### config.mk
export PLATFORM = sky130hd
export DESIGN_NAME = irq_ctrl
export DESIGN_NICKNAME = d
export VERILOG_FILES = /design/src/rtl/irq_pkg.sv /design/src/rtl/irq_edge_sync.sv /design/src/rtl/irq_regs.sv /design/src/rtl/irq_prio.sv /design/src/rtl/irq_ctrl.sv
export SDC_FILE = /design/constraint.sdc
export NUM_CORES = 1
export LEC_CHECK = 0
export ABC_AREA = 1
export BUFFER_PORTS_ARGS = -buffer_cell sky130_fd_sc_hd__buf_2
export CAP_MARGIN = 25
export CORE_ASPECT_RATIO = 1.2
export CORE_MARGIN = 2
export CORE_UTILIZATION = 25
export CTS_BUF_LIST = sky130_fd_sc_hd__clkbuf_16
export DETAILED_ROUTE_END_ITERATION = 6
export GPL_TIMING_DRIVEN = 0
export PLACE_DENSITY = 0.5
export SYNTH_ARGS = -nofsm -noshare
export SYNTH_HDL_FRONTEND = slang
export SYNTH_SLANG_ARGS = --single-unit
### constraint.sdc
create_clock -name clk -period 2.4 [get_ports clk]
set_input_delay 0.48 -clock clk [delete_from_list [all_inputs] [get_ports clk]]
set_output_delay 0.48 -clock clk [all_outputs]
set_load 0.02 [all_outputs]
### src/rtl/irq_pkg.sv
`timescale 1ns/1ps
package irq_pkg;

    localparam int NUM_SRC = 14;
    localparam int DATA_W  = 8;
    localparam int ADDR_W  = 3;
    localparam int VEC_W   = 16;
    localparam int NUM_EXT = 2;
    localparam int IDX_W   = $clog2(NUM_SRC);

    localparam logic [VEC_W-1:0] VEC_RESET        = 16'hFFFE;
    localparam logic [VEC_W-1:0] VEC_TOP_MASKABLE = 16'hFFFC;
    localparam logic [VEC_W-1:0] VEC_BREAK        = 16'hFFDE;
    localparam logic [VEC_W-1:0] VEC_IDLE         = 16'h0000;

    // request index driven by each external pin
    localparam int EXT_POS [NUM_EXT] = '{1, 11};

    typedef struct packed {
        logic              we;
        logic [ADDR_W-1:0] addr;
        logic [DATA_W-1:0] data;
    } bus_wr_t;

    typedef struct packed {
        logic             hit;
        logic [IDX_W-1:0] idx;
    } grant_t;

    typedef enum logic [1:0] {
        VK_NONE,
        VK_RESET,
        VK_MASKABLE,
        VK_BREAK
    } vec_kind_e;

    function automatic logic [VEC_W-1:0] maskable_vec(input logic [IDX_W-1:0] idx);
        return VEC_TOP_MASKABLE - VEC_W'({idx, 1'b0});
    endfunction

    function automatic logic [NUM_SRC-1:0] ext_mask();
        logic [NUM_SRC-1:0] m;
        m = '0;
        for (int e = 0; e < NUM_EXT; e++) m[EXT_POS[e]] = 1'b1;
        return m;
    endfunction

endpackage

### src/rtl/irq_edge_sync.sv
`timescale 1ns/1ps
module irq_edge_sync #(
    parameter int STAGES = 2
) (
    input  logic clk,
    input  logic rst,
    input  logic pin_i,
    input  logic fall_sel_i,
    output logic edge_o
);
    logic [STAGES-1:0] sync_q;
    logic              last_q;
    logic              cur;

    always_ff @(posedge clk) begin
        if (rst) begin
            sync_q <= '0;
            last_q <= 1'b0;
        end else begin
            sync_q <= {sync_q[STAGES-2:0], pin_i};
            last_q <= sync_q[STAGES-1];
        end
    end

    assign cur    = sync_q[STAGES-1];
    assign edge_o = fall_sel_i ? (last_q & ~cur) : (~last_q & cur);

endmodule

### src/rtl/irq_regs.sv
`timescale 1ns/1ps
module irq_regs
    import irq_pkg::*;
#(
    parameter int N  = NUM_SRC,
    parameter int DW = DATA_W,
    parameter int AW = ADDR_W,
    parameter int NE = NUM_EXT
) (
    input  logic          clk,
    input  logic          rst,
    input  bus_wr_t       wr_i,
    input  logic [N-1:0]  hw_set_i,
    input  logic [N-1:0]  ack_clr_i,
    output logic [N-1:0]  req_o,
    output logic [N-1:0]  en_o,
    output logic [NE-1:0] pol_o,
    output logic [DW-1:0] rdata_o
);
    localparam int NB = (N + DW - 1) / DW;
    localparam int PW = NB * DW;

    logic [N-1:0]  req_q, en_q;
    logic [NE-1:0] pol_q;
    logic [PW-1:0] sw_clr, en_we, en_wv;
    logic [PW-1:0] req_pad, en_pad;

    always_comb begin
        sw_clr = '0;
        en_we  = '0;
        en_wv  = '0;
        for (int b = 0; b < NB; b++) begin
            if (wr_i.we && wr_i.addr == AW'(b))
                sw_clr[b*DW +: DW] = ~wr_i.data;
            if (wr_i.we && wr_i.addr == AW'(NB + b)) begin
                en_we[b*DW +: DW] = '1;
                en_wv[b*DW +: DW] = wr_i.data;
            end
        end
    end

    always_ff @(posedge clk) begin
        if (rst) begin
            req_q <= '0;
            en_q  <= '0;
            pol_q <= '0;
        end else begin
            // hardware set is applied last so it beats any clear
            req_q <= (req_q & ~sw_clr[N-1:0] & ~ack_clr_i) | hw_set_i;
            en_q  <= (en_q & ~en_we[N-1:0]) | (en_wv[N-1:0] & en_we[N-1:0]);
            if (wr_i.we && wr_i.addr == AW'(2 * NB))
                pol_q <= wr_i.data[NE-1:0];
        end
    end

    assign req_pad = PW'(req_q);
    assign en_pad  = PW'(en_q);

    always_comb begin
        rdata_o = '0;
        for (int b = 0; b < NB; b++) begin
            if (wr_i.addr == AW'(b))      rdata_o = req_pad[b*DW +: DW];
            if (wr_i.addr == AW'(NB + b)) rdata_o = en_pad[b*DW +: DW];
        end
        if (wr_i.addr == AW'(2 * NB)) rdata_o = DW'(pol_q);
    end

    assign req_o = req_q;
    assign en_o  = en_q;
    assign pol_o = pol_q;

endmodule

### src/rtl/irq_prio.sv
`timescale 1ns/1ps
module irq_prio
    import irq_pkg::*;
#(
    parameter int N = NUM_SRC
) (
    input  logic             rst,
    input  logic [N-1:0]     req_i,
    input  logic [N-1:0]     en_i,
    input  logic             idis_i,
    input  logic             brk_i,
    output grant_t           grant_o,
    output logic             irq_o,
    output logic [VEC_W-1:0] vec_o
);
    logic [N-1:0] live;
    grant_t       g;
    vec_kind_e    kind;

    assign live = req_i & en_i & {N{~idis_i}};

    always_comb begin
        g = '0;
        for (int i = N - 1; i >= 0; i--) begin
            if (live[i]) begin
                g.hit = 1'b1;
                g.idx = IDX_W'(i);
            end
        end
    end

    always_comb begin
        if (rst)        kind = VK_RESET;
        else if (g.hit) kind = VK_MASKABLE;
        else if (brk_i) kind = VK_BREAK;
        else            kind = VK_NONE;
    end

    always_comb begin
        unique case (kind)
            VK_RESET:    vec_o = VEC_RESET;
            VK_MASKABLE: vec_o = maskable_vec(g.idx);
            VK_BREAK:    vec_o = VEC_BREAK;
            default:     vec_o = VEC_IDLE;
        endcase
    end

    assign grant_o = g;
    assign irq_o   = g.hit | brk_i;

endmodule

### src/rtl/irq_ctrl.sv
`timescale 1ns/1ps
module irq_ctrl
    import irq_pkg::*;
#(
    parameter int N           = NUM_SRC,
    parameter int DW          = DATA_W,
    parameter int AW          = ADDR_W,
    parameter int SYNC_STAGES = 2
) (
    input  logic               clk,
    input  logic               rst,
    input  logic               reg_we_i,
    input  logic [AW-1:0]      reg_addr_i,
    input  logic [DW-1:0]      reg_wdata_i,
    output logic [DW-1:0]      reg_rdata_o,
    input  logic [NUM_EXT-1:0] ext_pin_i,
    input  logic [N-1:0]       periph_pulse_i,
    input  logic               idis_i,
    input  logic               brk_i,
    input  logic               ack_i,
    output logic               irq_o,
    output logic [VEC_W-1:0]   vec_o,
    output logic               set_idis_o
);
    localparam logic [N-1:0] EXT_MASK = N'(ext_mask());

    bus_wr_t            wr;
    logic [NUM_EXT-1:0] pol, ext_edge;
    logic [N-1:0]       req_q, en_q, hw_set, ack_clr;
    grant_t             win;

    assign wr = '{we: reg_we_i, addr: reg_addr_i, data: reg_wdata_i};

    for (genvar e = 0; e < NUM_EXT; e++) begin : g_ext
        irq_edge_sync #(.STAGES(SYNC_STAGES)) u_sync (
            .clk        (clk),
            .rst        (rst),
            .pin_i      (ext_pin_i[e]),
            .fall_sel_i (pol[e]),
            .edge_o     (ext_edge[e])
        );
    end

    always_comb begin
        hw_set = periph_pulse_i & ~EXT_MASK;
        for (int e = 0; e < NUM_EXT; e++)
            hw_set[EXT_POS[e]] = ext_edge[e];
    end

    assign ack_clr = (ack_i && win.hit) ? (N'(1) << win.idx) : '0;

    irq_regs #(.N(N), .DW(DW), .AW(AW), .NE(NUM_EXT)) u_regs (
        .clk       (clk),
        .rst       (rst),
        .wr_i      (wr),
        .hw_set_i  (hw_set),
        .ack_clr_i (ack_clr),
        .req_o     (req_q),
        .en_o      (en_q),
        .pol_o     (pol),
        .rdata_o   (reg_rdata_o)
    );

    irq_prio #(.N(N)) u_prio (
        .rst     (rst),
        .req_i   (req_q),
        .en_i    (en_q),
        .idis_i  (idis_i),
        .brk_i   (brk_i),
        .grant_o (win),
        .irq_o   (irq_o),
        .vec_o   (vec_o)
    );

    assign set_idis_o = ack_i & irq_o;

endmodule

==> results of run 1 <==
==> per-stage QoR <==
stage	cells	util (%)	TNS [ns]	power, W	hold slack [ns]
after floorplan	300	-	-0.0984	0.000840	0.388
final	496	39.6	-2.41	0.00166	0.395
after global routing	496	39.6	-4.23	0.00173	0.405
after global placement	469	31.6	-6.99	0.000945	0.389
after detailed placement	469	31.6	-7.43	0.000948	0.392
after CTS	496	38.9	-2.46	0.00165	0.396
==> path summary, 6_finish.rpt <==
kind,to,slack [ns],depth (start not counted),from
worst max-delay path,vec_o[3],-0.25,21,idis_i
worst min-delay path,g_ext[1].u_sync.sync_q[0],0.40,3,ext_pin_i[1]
worst max register to register,u_regs.req_o[3],0.07,23,u_regs.req_o[13]
worst min register to register,g_ext[1].u_sync.sync_q[1],0.40,2,g_ext[1].u_sync.sync_q[0]
==> where the power goes <==
part	switching, W	internal [W]
sequential	0.0000266	0.000629
combinational	0.000209	0.000173
clock	0.000245	0.000373
total	0.000481	0.00117
==> layout make-up <==
cell class | count | area, µm² | share of cell area (%)
multi-input cells | 196 | 1310 | 40.4
inverters | 53 | 213 | 6.55
plain buffers | 16 | 144 | 4.43
repair buffers | 74 | 579 | 17.8
flip-flops and latches | 36 | 724 | 22.3
clock buffers | 5 | 125 | 3.85
clock inverters | 2 | 8.76 | 0.270
well taps | 114 | 143 | 4.39
==> worst min-delay path: stages <==
cell    delay, ns
buf_2        0.07
inv_1        0.03
nor2_1       0.06
==> per-layer routing <==
layer,share of wire (%),vias to the layer above,track usage (%),wire (µm)
met2,53,68,28.2,3830
met5,0,-,0,0
met1,40,1064,18.5,2860
met3,5.4,9,3.29,391
met4,1.5,0,5.09,110
li1,-,1141,-,-
==> logic make-up after synthesis <==
logic type / count (synthesis) / synth area share (%)
other: 1 / 0.175
buffers and inverters: 69 / 14.6
DFF: 36 / 33.7
adders and majority gates: 6 / 3.51
and+or+nand+nor: 105 / 25.2
AOI/OAI and AO/OA: 83 / 22.9
==> placed cells by master, fill, tap and decap left out, drive strengths merged <==
cell,netlist,routed
o211ai,4,4
nand2,52,53
and2,2,2
a31oi,1,1
a22oi,4,4
inv,52,53
o221ai,10,10
clkbuf,4,9
nor3,2,2
a221oi,2,2
nand3,17,17
clkinv,1,2
buf,12,86
a21oi,32,32
conb,1,1
o21ai,29,29
dfxtp,36,36
o2111ai,1,1
nor2,32,32
ha,6,6
==> timing repair <==
item | CTS | global route
setup buffers | 22 | 4
pin swaps | 19 | 13
setup endpoints to repair | 23 | 25
gates resized for setup | 80 | 13
gates cloned | 2 | 0
==> impl_metrics.yaml, run 1 <==
global_routing:
  grt_pass1_wl_um: 11200
  gr-total-overflow: 0
  antenna_found_initial: 0
  grt_max_degree: 12
  grt_usage_pct: 15.8
  grt_pass1_vias: 2296
finish:
  fin_area_mm2: 0.00325
  area_growth_pct: 51.9
  nets: 421
  diodes: 0
  fillers: 895
  drive_above_1_share_pct: 39.0
logic_synthesis:
  synth_edf_count: 0
  synth-seq-area-share_pct: 33.7
  synth_commonest_cells: "46 x inv_1, 44 x nand2_1, 36 x dfxtp_1, 31 x a21oi_1, 29 x o21ai_0"
  async_flop_share_pct: 0
  synth_top_area_cell: "dfxtp_1"
  ys.flop_type: "dfxtp_1"
  yosys.area.top_type_share_pct: 33.7
  synth_most_common_cell: "inv_1"
  avgSynthCellArea_um2: 7.13
  synth_fp_nets: 339
  synth-seq-cells: 36
  synth_area_mm2: 0.00214
  synthTopCellsByArea: "dfxtp_1 34%, inv_1 8.1%, nand2_1 7.7%"
  ys_warn_count: 0
  ys_types: 32
  syn_inst: 300
critical_path:
  cp.arrival_ns: 2.17
  crit_required_ns: 1.92
  startpoint_type: "input port"
  crit_type: "in -> out"
  end_kind: "output pin"
  crit_path_top_delay_cell: "ha_4"
  worstPathMaxFanout: 4
  cp_slowest_stage_delay_ns: 0.20
  path_delay_family: "simple AND/OR/NAND/NOR gates"
  path_cells: "buf_8 > inv_8 > buf_8 > nand3_4 > nand2_1 > nand2_1 > nand2_1 > nand2_1 > nand2_1 > nand2_1 > nand2_1 > nand2_1 > nand2_1 > nand2_1 > nand2_2 > nand2_2 > inv_2 > ha_4 > ha_4 > o21ai_4 > buf_6"
  crit_buf_inv: 5
  critPathMostFrequentCell: "nand2_1"
placed_design:
  place.gp.congestion: 0.919
  dp_slack_ns: -0.564
  dpl.hpwl_um: 5260
  placed_area_mm2: 0.00259
  portBuffers: 55
timing:
  final_max_slew_viol_count: 0
  rsz0062_at_grt: "true"
  setup_viol: 15
  tightest_slew_ns: 0.790
  hold_viol_final: 0
  clock_skew_ns: 0.00503
  worst_slack_ns: -0.250
  slew_headroom_pct: 47.3
  period_share_pct: 110
  finalCriticalPeriod_ns: 2.65
  fmax_mhz: 377
die:
  core.rowCount: 36
  die_y_um: 105
  core_mm2: 0.00820
  die_w_um: 88.5
  dieArea_mm2: 0.00932
  ios: 59
  start_util_pct: 26.1
cts:
  cts_made_buffers: 5
  cts_sinks: 36
  clk_pin_slew_ns: 0.05
  tritoncts: "yes"
  cts_hold_buf: 0
  cts_root_buf: "clkbuf_16"
  cts-htree-levels: 2
  cts_max_path_buffers: 2
  worst_skew_pair.late_latency_ns: 0.28
drt:
  antenna_left: 0
  wl_per_cell_um: 14.5
  wl_um: 7190
  vias_per_cell: 4.60
  vias: 2282
  drt_first_pass_iters: 4
  drcViolationCount: 0
  drt-initial-drc-count: 100
hold_path:
  min_path_type: "in -> reg"
job:
  drv_cap: 0
pwr:
  p_leak_nw: 1.44
  ir_worst_vdd_mv: 0.297
  powerDensity_mw_per_mm2: 510
status:
  violations: "negative setup slack"
  outcome: "complete, but fails checks"
Power figures use the tool's default switching activity.
==> run 2, diff against run 1 <==
CORE_ASPECT_RATIO = 0.7   (was 1.2)
==> run 2 against run 1 <==
Critical endpoint unchanged. Power increased by 7.8%. Hold slack worse by 0.0055 ns. Die area about the same. Count of clock-buffer cells in the layout is the same. Critical path depth did not move. Highest routed layer unchanged. Worst setup slack got worse by 0.0082 ns. Design area shrank 0.85%. The run still ends with negative setup slack left. First-iteration DRC count increased by 64%. Global-route usage rose by 0.35 points. Via count grew 0.44%.
==> impl_metrics.yaml, run 2 (synthesis gave the netlist of run 1 again) <==
status:
  outcome: "complete, but fails checks"
  violations: "negative setup slack"
cts:
  cts_root_buf: "clkbuf_16"
  clk_pin_slew_ns: 0.05
  tritoncts: "yes"
  cts-htree-levels: 2
  cts_sinks: 36
  cts_made_buffers: 5
  worst_skew_pair.late_latency_ns: 0.29
  cts_max_path_buffers: 2
  cts_hold_buf: 0
timing:
  hold_viol_final: 0
  rsz0062_at_grt: "true"
  tightest_slew_ns: 0.727
  clock_skew_ns: 0.00640
  setup_tns_ns: -2.59
  period_share_pct: 111
  final_max_slew_viol_count: 0
  finalCriticalPeriod_ns: 2.66
  slew_headroom_pct: 51.5
  fmax_mhz: 376
  setup_viol: 17
  worst_slack_ns: -0.258
placed_design:
  dpl.hpwl_um: 5400
  place.gp.congestion: 0.782
  dp.cells: 460
  portBuffers: 55
global_routing:
  grt_usage_pct: 16.2
  grt_max_degree: 12
  grt_pass1_vias: 2171
  grt_pass1_wl_um: 11300
  antenna_found_initial: 0
  gr-total-overflow: 0
hold_path:
  hold_start: "ext_pin_i[0]"
  min_path_cells: 3
  min_path_type: "in -> reg"
finish:
  diodes: 0
  final_common_cell: "inv_1"
  nets: 422
  drive_above_1_share_pct: 40.1
  area_growth_pct: 50.6
  mostFrequentLayoutCells: "44 x inv_1, 38 x buf_2, 35 x nand2_1"
  fillers: 881
  instances_no_fill: 489
die:
  die_w_um: 115
  core.rowCount: 28
  start_util_pct: 25.6
  dieArea_mm2: 0.00933
  ios: 59
  core_mm2: 0.00837
  die_y_um: 81.4
pwr:
  p_leak_nw: 1.42
  powerDensity_mw_per_mm2: 554
  ir_worst_vdd_mv: 0.278
critical_path:
  end_kind: "output pin"
  crit_start: "idis_i"
  worstSetupPathDepth: 21
  startpoint_type: "input port"
  cp.arrival_ns: 2.18
  critPathMostFrequentCell: "nand2_1"
  worstPathMaxFanout: 4
  cp_slowest_stage_delay_ns: 0.20
  crit_required_ns: 1.92
  rr_worst_depth: 23
  crit_path_top_delay_cell: "ha_4"
  crit_buf_inv: 5
  path_cells: "buf_8 > inv_8 > buf_8 > nand3_4 > nand2_2 > nand2_1 > nand2_1 > nand2_1 > nand2_1 > nand2_1 > nand2_1 > nand2_1 > nand2_1 > nand2_1 > nand2_2 > nand2_2 > inv_2 > ha_4 > ha_4 > o21ai_4 > buf_6"
  crit_type: "in -> out"
  path_delay_family: "simple AND/OR/NAND/NOR gates"
drt:
  antenna_left: 0
  drt_first_pass_iters: 5
  vias_per_cell: 4.69
  vias: 2292
  wl_um: 7340
  wl_per_cell_um: 15.0
  drt-initial-drc-count: 164
  drcViolationCount: 0
job:
  drv_cap: 0
## run 2: cell types whose count changed in the layout (fill, tap and decap cells not counted), sizes merged
| cell | change |
|---|---|
| buf | +1 |
| bufinv | +1 |
## run 2: cell type report
cell class | instances | area [µm²] | area share, %
well taps | 105 | 131 | 4.08
repair buffers | 75 | 548 | 17.0
inverters | 53 | 213 | 6.60
multi-input cells | 196 | 1300 | 40.2
clock buffers | 5 | 125 | 3.88
flip-flops and latches | 36 | 726 | 22.5
plain buffers | 16 | 144 | 4.47
clock inverters | 3 | 38.8 | 1.20
## run 2: metal layers
metal / track usage, % / wire length (µm) / up-vias / part of all wire [%]
li1: - / - / 1141 / -
met1: 23.6 / 3760 / 1062 / 51
met2: 23.0 / 3040 / 81 / 41
met3: 4.70 / 503 / 8 / 6.9
met4: 4.15 / 43 / 0 / 0.59
met5: 0 / 0 / - / 0
## run 2: worst paths after layout
kind | end | slack, ns
min reg2reg | g_ext[1].u_sync.sync_q[1] | 0.40
max reg2reg | u_regs.req_o[3] | 0.06
min | g_ext[0].u_sync.sync_q[0] | 0.39
max | vec_o[3] | -0.26
## run 2: through the flow
stage          hold WS, ns  setup WS (ns)  utilization (%)  total power [W]  instance area (µm²)
3_5_place_dp         0.400         -0.524             30.8         0.000946                 2580
4_1_cts              0.390         -0.263             37.6          0.00178                 3150
2_1_floorplan        0.388        -0.0603                -         0.000840                 2170
6_report             0.390         -0.258             38.5          0.00178                 3220
3_3_place_gp         0.391         -0.531             30.8         0.000944                 2580
5_1_grt              0.391         -0.367             38.5          0.00186                 3220
## run 2: timing repair
action,4_1_cts,5_1_grt
buffers inserted,15,4
hold endpoints to repair,0,0
endpoints found under the setup margin,25,25
pin swaps,20,13
gates cloned,2,0
resized for setup,64,15
## run 2: worst register-to-register path: cells and delay by family (launching register included)
kind	cells	cell delay [ns]
flops	1	0.34
simple gates	15	0.92
buf+inv	4	0.33
fa+ha+maj	2	0.28
compound gates	2	0.32
## run 2: report_power, final
| part | internal [W] | total, W | switching, W |
|---|---|---|---|
| clock | 0.000485 | 0.000754 | 0.000269 |
| combinational | 0.000166 | 0.000374 | 0.000208 |
| sequential | 0.000629 | 0.000657 | 0.0000281 |
==> run 3, diff against run 2 <==
GPL_ROUTABILITY_DRIVEN = 0   (was default)
REMOVE_ABC_BUFFERS = 1   (was default)
==> run 3 against run 2 <==
The flow still finishes with violations (negative setup slack). Via count decreased by 1.7%. Routed wire length down 5.1%. Clock skew shrank 0.0038 ns. Global-route usage fell by 0.97 points. Maximum frequency increased by 1.6%. Sequential power barely moved. Final cell count is 3.9% lower. Sequential share of layout area up 1.1 points. Critical endpoint unchanged. Largest cell class unchanged. Largest power group unchanged.
==> impl_metrics.yaml, run 3 (synthesis gave the netlist of run 1 again) <==
critical_path:
  crit_required_ns: 1.92
  r2r_start: "u_regs.req_o[12]"
  end_kind: "output pin"
  rr_worst_depth: 22
  r2r_slack_ns: 0.15
  crit_buf_inv: 2
  startpoint_type: "register"
  worstPathMaxFanout: 2
  path_cells: "nand2_2 > nor2_2 > nand2_1 > nand2_1 > nand2_1 > nand2_1 > nand2_1 > nand2_1 > nand2_1 > nand2_1 > nand2_1 > nand2_1 > nand2_1 > nand2_2 > nand2_2 > inv_2 > ha_4 > ha_4 > o21ai_2 > buf_6"
  crit_path_top_delay_cell: "dfxtp_2"
  critPathMostFrequentCell: "nand2_1"
  path_delay_family: "simple AND/OR/NAND/NOR gates"
  cp.arrival_ns: 2.14
  crit_type: "reg -> out"
  cp_slowest_stage_delay_ns: 0.33
  reg2reg_to: "u_regs.req_o[11]"
cts:
  cts_sinks: 36
  cts_hold_buf: 0
  worst_skew_pair.late_latency_ns: 0.28
  cts-htree-levels: 2
  clk_pin_slew_ns: 0.06
  cts_root_buf: "clkbuf_16"
  cts_made_buffers: 5
  cts_max_path_buffers: 2
  tritoncts: "yes"
placed_design:
  portBuffers: 55
  dp_slack_ns: -0.816
  dpl.hpwl_um: 5000
pwr:
  powerDensity_mw_per_mm2: 564
  power_w: 0.00173
  ir_worst_vdd_mv: 0.215
  p_leak_nw: 1.34
status:
  violations: "negative setup slack"
  outcome: "complete, but fails checks"
timing:
  setup_viol: 14
  rsz0062_at_grt: "true"
  period_share_pct: 109
  slew_headroom_pct: 51.6
  final_max_slew_viol_count: 0
  fmax_mhz: 382
  worst_slack_ns: -0.217
  setup_tns_ns: -1.58
  tightest_slew_ns: 0.726
  hold_viol_final: 0
  clock_skew_ns: 0.00262
  finalCriticalPeriod_ns: 2.62
global_routing:
  grt_pass1_vias: 2120
  antenna_found_initial: 0
  grt_pass1_wl_um: 10800
  grt_max_degree: 25
  gr-total-overflow: 0
  grt_usage_pct: 15.2
drt:
  wl_met3_um: 418
  drt_first_pass_iters: 4
  vias_per_cell: 4.80
  vias: 2254
  routed.top_layer: "met4"
  wl_um: 6970
  drcViolationCount: 0
  antenna_left: 0
  drt-initial-drc-count: 128
  wl_met1_um: 3510
  wl_per_cell_um: 14.8
  met2WireLength_um: 3020
die:
  core.rowCount: 28
  die_y_um: 81.4
  ios: 59
  die_w_um: 115
  start_util_pct: 25.6
  dieArea_mm2: 0.00933
  core_mm2: 0.00837
finish:
  mostFrequentLayoutCells: "44 x inv_1, 37 x nand2_1, 37 x buf_2"
  nets: 403
  drive_above_1_share_pct: 38.1
  fin_util_pct: 36.7
  final_common_cell: "inv_1"
  diodes: 0
  fillers: 868
  area_growth_pct: 43.8
hold_path:
  holdPathEnd: "g_ext[0].u_sync.sync_q[0]"
  hold_start: "ext_pin_i[0]"
  min_path_type: "in -> reg"
  min_path_cells: 3
job:
  drv_cap: 0
==> run 3: power breakdown <==
| group | internal, W | switching, W |
|---|---|---|
| Combinational | 0.000141 | 0.000201 |
| Clock | 0.000484 | 0.000252 |
| Sequential | 0.000629 | 0.0000267 |
==> run 3: area by class of cell <==
cell class / instances / area, µm² / share of cell area [%]
timing repair buffer: 72 / 546 / 17.7
inverter: 53 / 213 / 6.91
sequential: 36 / 726 / 23.6
clock inverter: 3 / 38.8 / 1.26
tap: 105 / 131 / 4.27
clock buffer: 5 / 125 / 4.07
multi-input combinational: 196 / 1300 / 42.2
==> run 3: how the worst max path moves through the flow <==
stage	end	startpoint	slack, ns	cells after the start
floorplan	vec_o[3]	idis_i	-0.46	17
global placement	vec_o[3]	idis_i	-0.78	19
detailed placement	vec_o[3]	idis_i	-0.82	19
CTS	vec_o[3]	register	-0.21	20
global route	vec_o[3]	register	-0.48	20
finish	vec_o[3]	register	-0.22	20
==> run 3: timing repair <==
item / in CTS / in global routing
setup endpoints to repair: 26 / 25
pin swaps: 10 / 7
buffers inserted: 11 / 9
resized for setup: 61 / 31
cloned: 1 / 0
==> run 3: worst reg2reg max path, delay by kind of cell (launching register included) <==
family,cells,cell delay [ns]
and+or+nand+nor,14,0.80
buffers and inverters,4,0.38
adders and majority gates,2,0.35
DFF,1,0.34
AOI/OAI and AO/OA,2,0.27
==> run 3: per-stage QoR <==
| step | hold WS, ns | cells | cell area (µm²) |
|---|---|---|---|
| 6_report | 0.402 | 470 | 3080 |
| 4_1_cts | 0.402 | 464 | 2910 |
| 2_1_floorplan | 0.388 | 284 | 2030 |
| 5_1_grt | 0.409 | 470 | 3080 |
| 3_3_place_gp | 0.389 | 444 | 2440 |
| 3_5_place_dp | 0.395 | 444 | 2440 |
==> run 3: layer usage <==
metal | vias up | GRT usage [%]
met3 | 2 | 4.03
met2 | 65 | 23.1
met4 | 0 | 2.44
li1 | 1108 | -
met5 | - | 0
met1 | 1079 | 21.9
